`src/rtl/pswallow_div_pkg.sv`:
```
package pswallow_div_pkg;

  // Expected period in fast-clock cycles for a given prescaler base and counts.
  function automatic int unsigned period_len(input int unsigned n,
                                             input int unsigned t,
                                             input int unsigned e);
    return n * t + e;
  endfunction

  // Counter phase flag encoding: low during swallow, high once swallowing ends.
  typedef enum logic {
    PH_SWALLOW = 1'b0,
    PH_PLAIN   = 1'b1
  } phase_e;

endpackage

```
`src/rtl/psd_prescaler.sv`:
```
module psd_prescaler #(
  parameter int unsigned N           = 2,
  parameter bit          PLUS1_LEVEL = 1'b1
) (
  input  logic clk,
  input  logic rst_n,
  input  logic run_i,
  input  logic sel_i,
  output logic tick_o,
  output logic ext_o
);

  localparam int unsigned BW = (N > 2) ? $clog2(N) : 1;
  localparam logic [BW-1:0] LAST = BW'(N - 1);

  logic [BW-1:0] base_q, base_d;
  logic          ext_q, ext_d, ext_en;
  logic          plus1, at_last;

  assign plus1   = (sel_i == PLUS1_LEVEL);
  assign at_last = (base_q == LAST);
  assign tick_o  = run_i & at_last & (~plus1 | ext_q);
  assign ext_o   = ext_q;

  // The swallow stage is only clocked when it can matter: in N+1 mode,
  // while it is set, or while the block is idle and being cleared.
  assign ext_en = ~run_i | plus1 | ext_q;

  always_comb begin
    base_d = base_q;
    ext_d  = ext_q;
    if (!run_i) begin
      base_d = '0;
      ext_d  = 1'b0;
    end else if (tick_o) begin
      base_d = '0;
      ext_d  = 1'b0;
    end else if (at_last) begin
      ext_d  = 1'b1;
    end else begin
      base_d = base_q + 1'b1;
    end
  end

  always_ff @(posedge clk or negedge rst_n) begin
    if (!rst_n) begin
      base_q <= '0;
    end else begin
      base_q <= base_d;
    end
  end

  always_ff @(posedge clk or negedge rst_n) begin
    if (!rst_n) begin
      ext_q <= 1'b0;
    end else if (ext_en) begin
      ext_q <= ext_d;
    end
  end

endmodule

```
`src/rtl/psd_share_cnt.sv`:
```
module psd_share_cnt
  import pswallow_div_pkg::*;
#(
  parameter int unsigned W = 8
) (
  input  logic         clk,
  input  logic         rst_n,
  input  logic         load_i,
  input  logic         tick_i,
  input  logic [W-1:0] tot_i,
  input  logic [W-1:0] ext_i,
  output logic         done_o,
  output logic         end_o
);

  logic [W-1:0] cnt_q, cnt_d;
  logic [W-1:0] dif_q, dif_d;
  phase_e       ph_q, ph_d;
  logic         end_q, end_d;
  logic [W-1:0] dif_new, nxt;
  logic         wrap, hit, cnt_en;

  assign dif_new = tot_i - ext_i;
  assign nxt     = cnt_q - 1'b1;
  assign wrap    = tick_i & (nxt == '0);
  assign hit     = (nxt == dif_q);
  assign cnt_en  = load_i | tick_i;

  always_comb begin
    cnt_d = cnt_q;
    dif_d = dif_q;
    ph_d  = ph_q;
    end_d = 1'b0;
    if (load_i || wrap) begin
      cnt_d = tot_i;
      dif_d = dif_new;
      ph_d  = (ext_i == '0) ? PH_PLAIN : PH_SWALLOW;
      end_d = wrap;
    end else if (tick_i) begin
      cnt_d = nxt;
      if (hit) begin
        ph_d = PH_PLAIN;
      end
    end
  end

  always_ff @(posedge clk or negedge rst_n) begin
    if (!rst_n) begin
      cnt_q <= '0;
      dif_q <= '0;
      ph_q  <= PH_SWALLOW;
    end else if (cnt_en) begin
      cnt_q <= cnt_d;
      dif_q <= dif_d;
      ph_q  <= ph_d;
    end
  end

  always_ff @(posedge clk or negedge rst_n) begin
    if (!rst_n) begin
      end_q <= 1'b0;
    end else begin
      end_q <= end_d;
    end
  end

  assign done_o = (ph_q == PH_PLAIN);
  assign end_o  = end_q;

endmodule

```
`src/rtl/pswallow_div.sv`:
```
module pswallow_div #(
  parameter int unsigned N           = 2,
  parameter int unsigned W           = 8,
  parameter bit          PLUS1_LEVEL = 1'b1
) (
  input  logic         clk,
  input  logic         rst_n,
  input  logic [W-1:0] cnt_total_i,
  input  logic [W-1:0] cnt_ext_i,
  output logic         div_o
);

  logic sync1_q, sync2_q, srst_n;
  logic run_q;
  logic tick, ext_busy, done, sel;

  // Reset: asserted asynchronously, released through two flops.
  always_ff @(posedge clk or negedge rst_n) begin
    if (!rst_n) begin
      sync1_q <= 1'b0;
      sync2_q <= 1'b0;
    end else begin
      sync1_q <= 1'b1;
      sync2_q <= sync1_q;
    end
  end
  assign srst_n = sync2_q;

  // One load cycle after reset before the prescaler starts.
  always_ff @(posedge clk or negedge srst_n) begin
    if (!srst_n) begin
      run_q <= 1'b0;
    end else begin
      run_q <= 1'b1;
    end
  end

  // Map the counter's phase flag onto the prescaler's select sense.
  generate
    if (PLUS1_LEVEL) begin : g_sel_hi
      assign sel = ~done;
    end else begin : g_sel_lo
      assign sel = done;
    end
  endgenerate

  psd_prescaler #(.N(N), .PLUS1_LEVEL(PLUS1_LEVEL)) u_pre (
    .clk   (clk),
    .rst_n (srst_n),
    .run_i (run_q),
    .sel_i (sel),
    .tick_o(tick),
    .ext_o (ext_busy)
  );

  psd_share_cnt #(.W(W)) u_cnt (
    .clk   (clk),
    .rst_n (srst_n),
    .load_i(~run_q),
    .tick_i(tick),
    .tot_i (cnt_total_i),
    .ext_i (cnt_ext_i),
    .done_o(done),
    .end_o (div_o)
  );

endmodule

```
`config.mk`:
```
export PLATFORM = sky130hd
export DESIGN_NAME = pswallow_div
export DESIGN_NICKNAME = d
export VERILOG_FILES = /design/src/rtl/pswallow_div_pkg.sv /design/src/rtl/psd_prescaler.sv /design/src/rtl/psd_share_cnt.sv /design/src/rtl/pswallow_div.sv
export SDC_FILE = /design/constraint.sdc
export NUM_CORES = 1
export LEC_CHECK = 0
export BUFFER_PORTS_ARGS = -buffer_cell sky130_fd_sc_hd__buf_2
export CORE_MARGIN = 8
export CORE_UTILIZATION = 53
export DETAILED_ROUTE_END_ITERATION = 8
export HOLD_SLACK_MARGIN = 0.05
export PLACE_DENSITY = 0.76
export SLEW_MARGIN = 20
export SYNTH_ARGS = -nofsm -noshare
export SYNTH_HDL_FRONTEND = slang
export SYNTH_SLANG_ARGS = --single-unit
```
`constraint.sdc`:
```
create_clock -name clk -period 0.8 [get_ports clk]
set_input_delay 0.08 -clock clk [delete_from_list [all_inputs] [get_ports clk]]
set_output_delay 0.08 -clock clk [all_outputs]
set_load 0.1 [all_outputs]
```
## Word-level counts from Yosys, hierarchy flattened

Index checks and enable logic that the tools add are counted.

- Register bits after elaboration: 23
- Word-level logic and storage cells: 45
- Bits of input ports: 18
- Output and inout bits: 1

- Reductions and logical operators: 9
- Equal/unequal tests: 2
- Muxes and demuxes: 13
- Add/subtract/negate cells: 3
- Bitwise operators: 9

Operator list:

| operator | number |
|---|---|
| $logic_not 8->1 | 2 |
| $mux 8 | 2 |
| $mux 1 | 11 |
| $eq 8x8->1 | 1 |
| $sub 8x1->8 const B | 1 |
| $sub 8x8->8 | 1 |
| $reduce_and 2->1 | 3 |
| $or 1x1->1 | 4 |
| $reduce_bool 2->1 | 2 |
| $and 1x1->1 | 3 |
| $ne 3x1->1 const B | 1 |
| $reduce_and 3->1 | 1 |
| $not 1->1 | 2 |
| $add 1x1->1 const B | 1 |
| $logic_or 1x1->1 | 1 |

## Logic depth before layout (Yosys ltp)

- Depth after elaboration: 6
- Mapped depth: 12

## Cells and area by module

Synthesis repeated with hierarchy kept, for this count alone.

- Cells, all modules: 213
- Area total of the unflattened synthesis: 1866.8 sq um

By module, submodules not included:

| module | area an instance (sq um) | instances | sequential area each (sq um) | cells each |
|---|---|---|---|---|
| psd_share_cnt | 1686.6 | 1 | 450.4 | 199 |
| psd_prescaler | 93.8 | 1 | 50.0 | 8 |
| pswallow_div | 86.3 | 1 | 75.1 | 6 |

## Worst setup path before layout

OpenSTA, ideal clock, no wires.

- Path kind: reg2reg
- Start point: reg u_cnt.cnt_q[0]
- End point: reg u_cnt.dif_q[7]
- Cell stages (with the launch flop): 11
- Setup time: 0.127 ns
- Data required time: 0.673 ns
- Path buffers: 3
- Clock period less this slack: 2.325 ns
- Setup slack: -1.525 ns
- Arrival time: 2.198 ns
- Cells stage by stage: dfrtp_1 -> buf_6 -> inv_1 -> ha_1 -> buf_2 -> or3b_1 -> o32ai_2 -> a31oi_1 -> o21ai_2 -> buf_6 -> mux2_1

- Word-level cells in the longest chain between the ends: 5

RTL lines:

| item | RTL line | text |
|---|---|---|
| from (decl) | psd_share_cnt.sv:16 | `logic [W-1:0] cnt_q, cnt_d;` |
| from (signal assigned) | psd_share_cnt.sv:53 | `cnt_q <= cnt_d;` |
| $sub 8x1->8 | psd_share_cnt.sv:24 | `assign nxt = cnt_q - 1'b1;` |
| $logic_not 8->1 | psd_share_cnt.sv:25 | `assign wrap = tick_i & (nxt == '0);` |
| $and 1x1->1 | psd_share_cnt.sv:25 |  |
| $logic_or 1x1->1 | psd_share_cnt.sv:34 | `if (load_i \|\| wrap) begin` |
| $reduce_and 2->1 (no line) | n/a |  |
| to (signal assigned) | psd_share_cnt.sv:54 | `dif_q <= dif_d;` |
| to (decl) | psd_share_cnt.sv:17 | `logic [W-1:0] dif_q, dif_d;` |

No other way between the ends.
A chain may end at the register's enable or synchronous reset.

## Worst setup path in the final report

- Start point: reg u_cnt.cnt_q[1]
- End point: reg u_cnt.cnt_q[2]

- Word-level cells in the longest chain between the ends: 6
- Elaborated cells between the ends (all ways): 8

RTL lines:

| item | RTL line |
|---|---|
| $sub 8x1->8 (*) | psd_share_cnt.sv:24 |
| $logic_not 8->1 | psd_share_cnt.sv:25 |
| $and 1x1->1 | psd_share_cnt.sv:25 |
| $logic_or 1x1->1 | psd_share_cnt.sv:34 |
| $reduce_bool 2->1 (no line) | n/a |
| $reduce_and 2->1 (no line) | n/a |

Mark *: on every way between the ends. The rest lies on a longest branch, timed or not. The select of a mux whose other input is x is not followed.

==> impl_metrics.csv <==
group,metric,value,unit
status,outcome,"finished, violations left",
status,violations,"setup timing",
routing,drc,0,
clock_network,cts_max_path_buffers,2,
sta,setup_violations,21,
clock_network,htree_num_levels,1,
critical_path,r2r_setup_slack,-1.39,ns
routing,wl_per_cell,16.8,um
clock_network,cts.sinks,23,
sta,period_share,2.74,
sta,finalMaxSlewViolations,0,
critical_path,worstReg2RegEnd,"u_cnt.cnt_q[2]$_DFFE_PN0P_",
critical_path,arrival,2.40,ns
placement,dp_hpwl,3.71,mm
pwr,p_total,4.14,mW
floorplan,start_util,0.558,
synthesis,yosysTopAreaCell,"dfrtp_1",
critical_path,r2r-start,"u_cnt.cnt_q[1]$_DFFE_PN0P_",
global_route,grt_max_degree,22,
floorplan,die_x,72.9,um
cells_and_area,instances_no_fill,329,
floorplan,core,3080,um2
cells_and_area,nNetsFinal,314,
synthesis,syn_inst,201,
placement,placed_cells,307,
routing,drtAntennaViolNets,0,
synthesis,syn_area_per_cell,8.55,um2
clock_network,clock_latency,0.33,ns
floorplan,ios,19,
synthesis,syn_area,1720,um2
pwr,pwr_density_cell,1600,nW/um2
synthesis,synth_seq_area_share,0.335,
synthesis,synthTopCellsByArea,"dfrtp_1, ha_1, nor2_1, xnor2_1, xor2_1",
pwr,leakagePower,1.19,nW
critical_path,crit_start,"u_cnt.cnt_q[1]$_DFFE_PN0P_",
pwr,comb_power_share,0.501,
pwr,switching_power,1.57,mW
cells_and_area,post-route-util,0.841,
cells_and_area,syn2layout_area_growth,50.8,%
clock_network,tritoncts,"built",
synthesis,synth_edf_count,0,
critical_path,cp.required,1.01,ns
global_route,grt_pass1_vias,1991,
clock_network,root_buffer,"clkbuf_4",
critical_path,cp_max_fo,14,
sta,rsz0062_at_grt,"yes",
synthesis,synth_ff_type,"dfrtp_1",
critical_path,cp-endpoint,"u_cnt.cnt_q[2]$_DFFE_PN0P_",
pwr,p_sw_frac,0.380,
global_route,overflow,0,
pwr,pwr-share-clk,0.142,
global_route,grt_antenna_before_repair,0,
sta,finalCriticalPeriod,2.19,ns
routing,dr.pass1.iters,4,
global_route,grt_pass1_wl,8.82,mm
global_route,track_usage,0.210,
critical_path,r2r_cells,9,
pwr,irDropWorstVdd,1040,uV
critical_path,crit_type,"reg2reg",
sta,skew,0.00560,ns
floorplan,die_area,5320,um2
placement,preCtsSetupSlack,-1.39,ns
routing,vias,1869,
critical_path,start_kind,"flop",
clock_network,cts.clk_slew.worst_paths,0.14,ns
routing,first_iter_violations,143,
cells_and_area,fill_cells,160,
routing,totalWireLength,5.53,mm
cells_and_area,antenna_cells,0,
synthesis,yosys.cell_types.count,52,
synthesis,ys_warn_count,0,
pwr,power.internal,2.57,mW
critical_path,cp-end-kind,"flop",
routing,vias_per_cell,5.68,
placement,gp_congestion,0.873,
clock_network,cts_buffers,3,
synthesis,ys_ff_latch,23,
sta,max_freq,456,MHz
sta,hold_viol_final,0,
pwr,seq_power_share,0.357,
synthesis,ys_async_sr_fraction,1.00,
hold_path,holdCritPathClass,"in2reg",
placement,port_buffers,18,
run,maxCapViolations,0,
synthesis,synth_top_area_frac,0.335,
cells_and_area,drive_above_1_share,0.425,
floorplan,num_rows,20,
floorplan,dieHeight,72.9,um
sta,finalWorstSetupSlack,-1.39,ns
==> sequential cells by signal (all words and copies together), names as in the netlist <==
| signal | cells |
|---|---|
| u_cnt.cnt_q | 8 |
| u_cnt.dif_q | 8 |
| run_q | 1 |
| srst_n | 1 |
| sync1_q | 1 |
| u_cnt.done_o | 1 |
| u_cnt.end_o | 1 |
| u_pre.at_last | 1 |
| u_pre.ext_o | 1 |
==> Yosys cell counts, types with 2 or more instances <==
cell	number
clkinv_1	2
o21ai_0	5
nor2_1	21
nor4_1	4
o31ai_1	2
dfrtp_1	23
clkbuf_1	2
ha_1	9
xnor2_1	7
nor2b_1	3
a21oi_1	12
o21a_1	5
mux2i_1	4
nand4_1	2
nand2_1	13
buf_6	4
a22oi_1	4
nor3_1	8
inv_1	15
nand2b_1	3
buf_2	3
nand3_1	5
o21ai_1	8
buf_4	2
xor2_1	7
o22ai_1	2
==> cell usage in the layout, fill, tap and decap left out, types with 5 or more instances in the layout <==
cell / n
buf_4: 56
nor2_1: 19
nor3_1: 7
o21ai_0: 5
a21oi_1: 7
nand2_1: 12
ha_1: 7
buf_2: 17
xor2_1: 7
o21ai_1: 5
xnor2_1: 7
o21a_1: 5
a21oi_2: 5
buf_6: 13
dfrtp_1: 22
inv_1: 13
==> worst max-delay path, stage by stage (launching register included) <==
cell     delay (ns)
dfrtp_1        0.41
inv_2          0.07
ha_4           0.17
or4b_4         0.49
o32ai_2        0.15
a31oi_2        0.08
o21ai_2        0.18
buf_12         0.17
mux2i_1        0.22
a22oi_1        0.13
==> what timing repair did <==
item | in CTS | in global routing
hold buffers | 2 | 0
setup buffers | 10 | 10
gates cloned | 1 | 0
endpoints found under the setup margin | 21 | 21
hold endpoints to repair | 3 | 0
resized for setup | 19 | 14
pin swaps | 13 | 12
==> area by class of cell <==
type / count / area [um2] / share of cell area
flip-flops and latches: 23 / 577 / 0.223
clock buffers: 4 / 26.3 / 0.0101
multi-input cells: 149 / 1130 / 0.436
repair buffers: 91 / 732 / 0.283
inverters: 18 / 70.1 / 0.0271
well taps: 44 / 55.1 / 0.0213
==> through the flow <==
step	hold WS (ns)	setup TNS [ns]	cell area, um2
after floorplan	-0.216	-22.73	1790
after detailed placement	-0.133	-23.35	2290
after global routing	0.0660	-26.42	2590
after global placement	-0.136	-21.31	2290
after CTS	0.0373	-23.03	2470
final	0.0301	-24.94	2590
==> worst min-delay path by stage <==
stage                      start                       end  slack (ns)  depth (start not counted)
finish              cnt_ext_i[6]  u_cnt.done_o$_DFFE_PN0P_        0.03                          4
global route        cnt_ext_i[6]  u_cnt.done_o$_DFFE_PN0P_        0.07                          4
CTS                 cnt_ext_i[6]  u_cnt.done_o$_DFFE_PN0P_        0.04                          4
detailed placement         rst_n          srst_n$_DFF_PN0_       -0.13                          1
global placement           rst_n          srst_n$_DFF_PN0_       -0.14                          1
floorplan                  rst_n          srst_n$_DFF_PN0_       -0.22                          0
==> kinds of logic (layout without fill, tap and decap cells) <==
kind of cell / count (synthesis) / after routing / share of synthesized area
AND/OR/NAND/NOR: 66 / 66 / 0.190
AO/OA/AOI/OAI: 52 / 52 / 0.205
buffers and inverters: 30 / 113 / 0.0896
flip-flops: 23 / 23 / 0.335
XOR/XNOR: 14 / 14 / 0.0714
adder cells (fa/ha/maj): 10 / 10 / 0.0772
multiplexers: 5 / 5 / 0.0299
other: 1 / 2 / 0.00218
==> power groups by stage <==
stage               clock network (mW)  registers [mW]  logic [mW]
detailed placement                   0            1.48        1.73
global placement                     0            1.47        1.63
floorplan                            0            1.45        1.08
finish                           0.587            1.48        2.07
global route                     0.602            1.49        2.23
CTS                              0.578            1.46        1.91
==> routing by layer <==
metal	up-vias	GRT usage	routed length, um
met5	-	0	0
met1	896	0.242	2260
li1	877	-	-
met4	0	0.116	174
met2	74	0.366	2770
met3	22	0.0261	326
(Power assumes the default switching activity.)
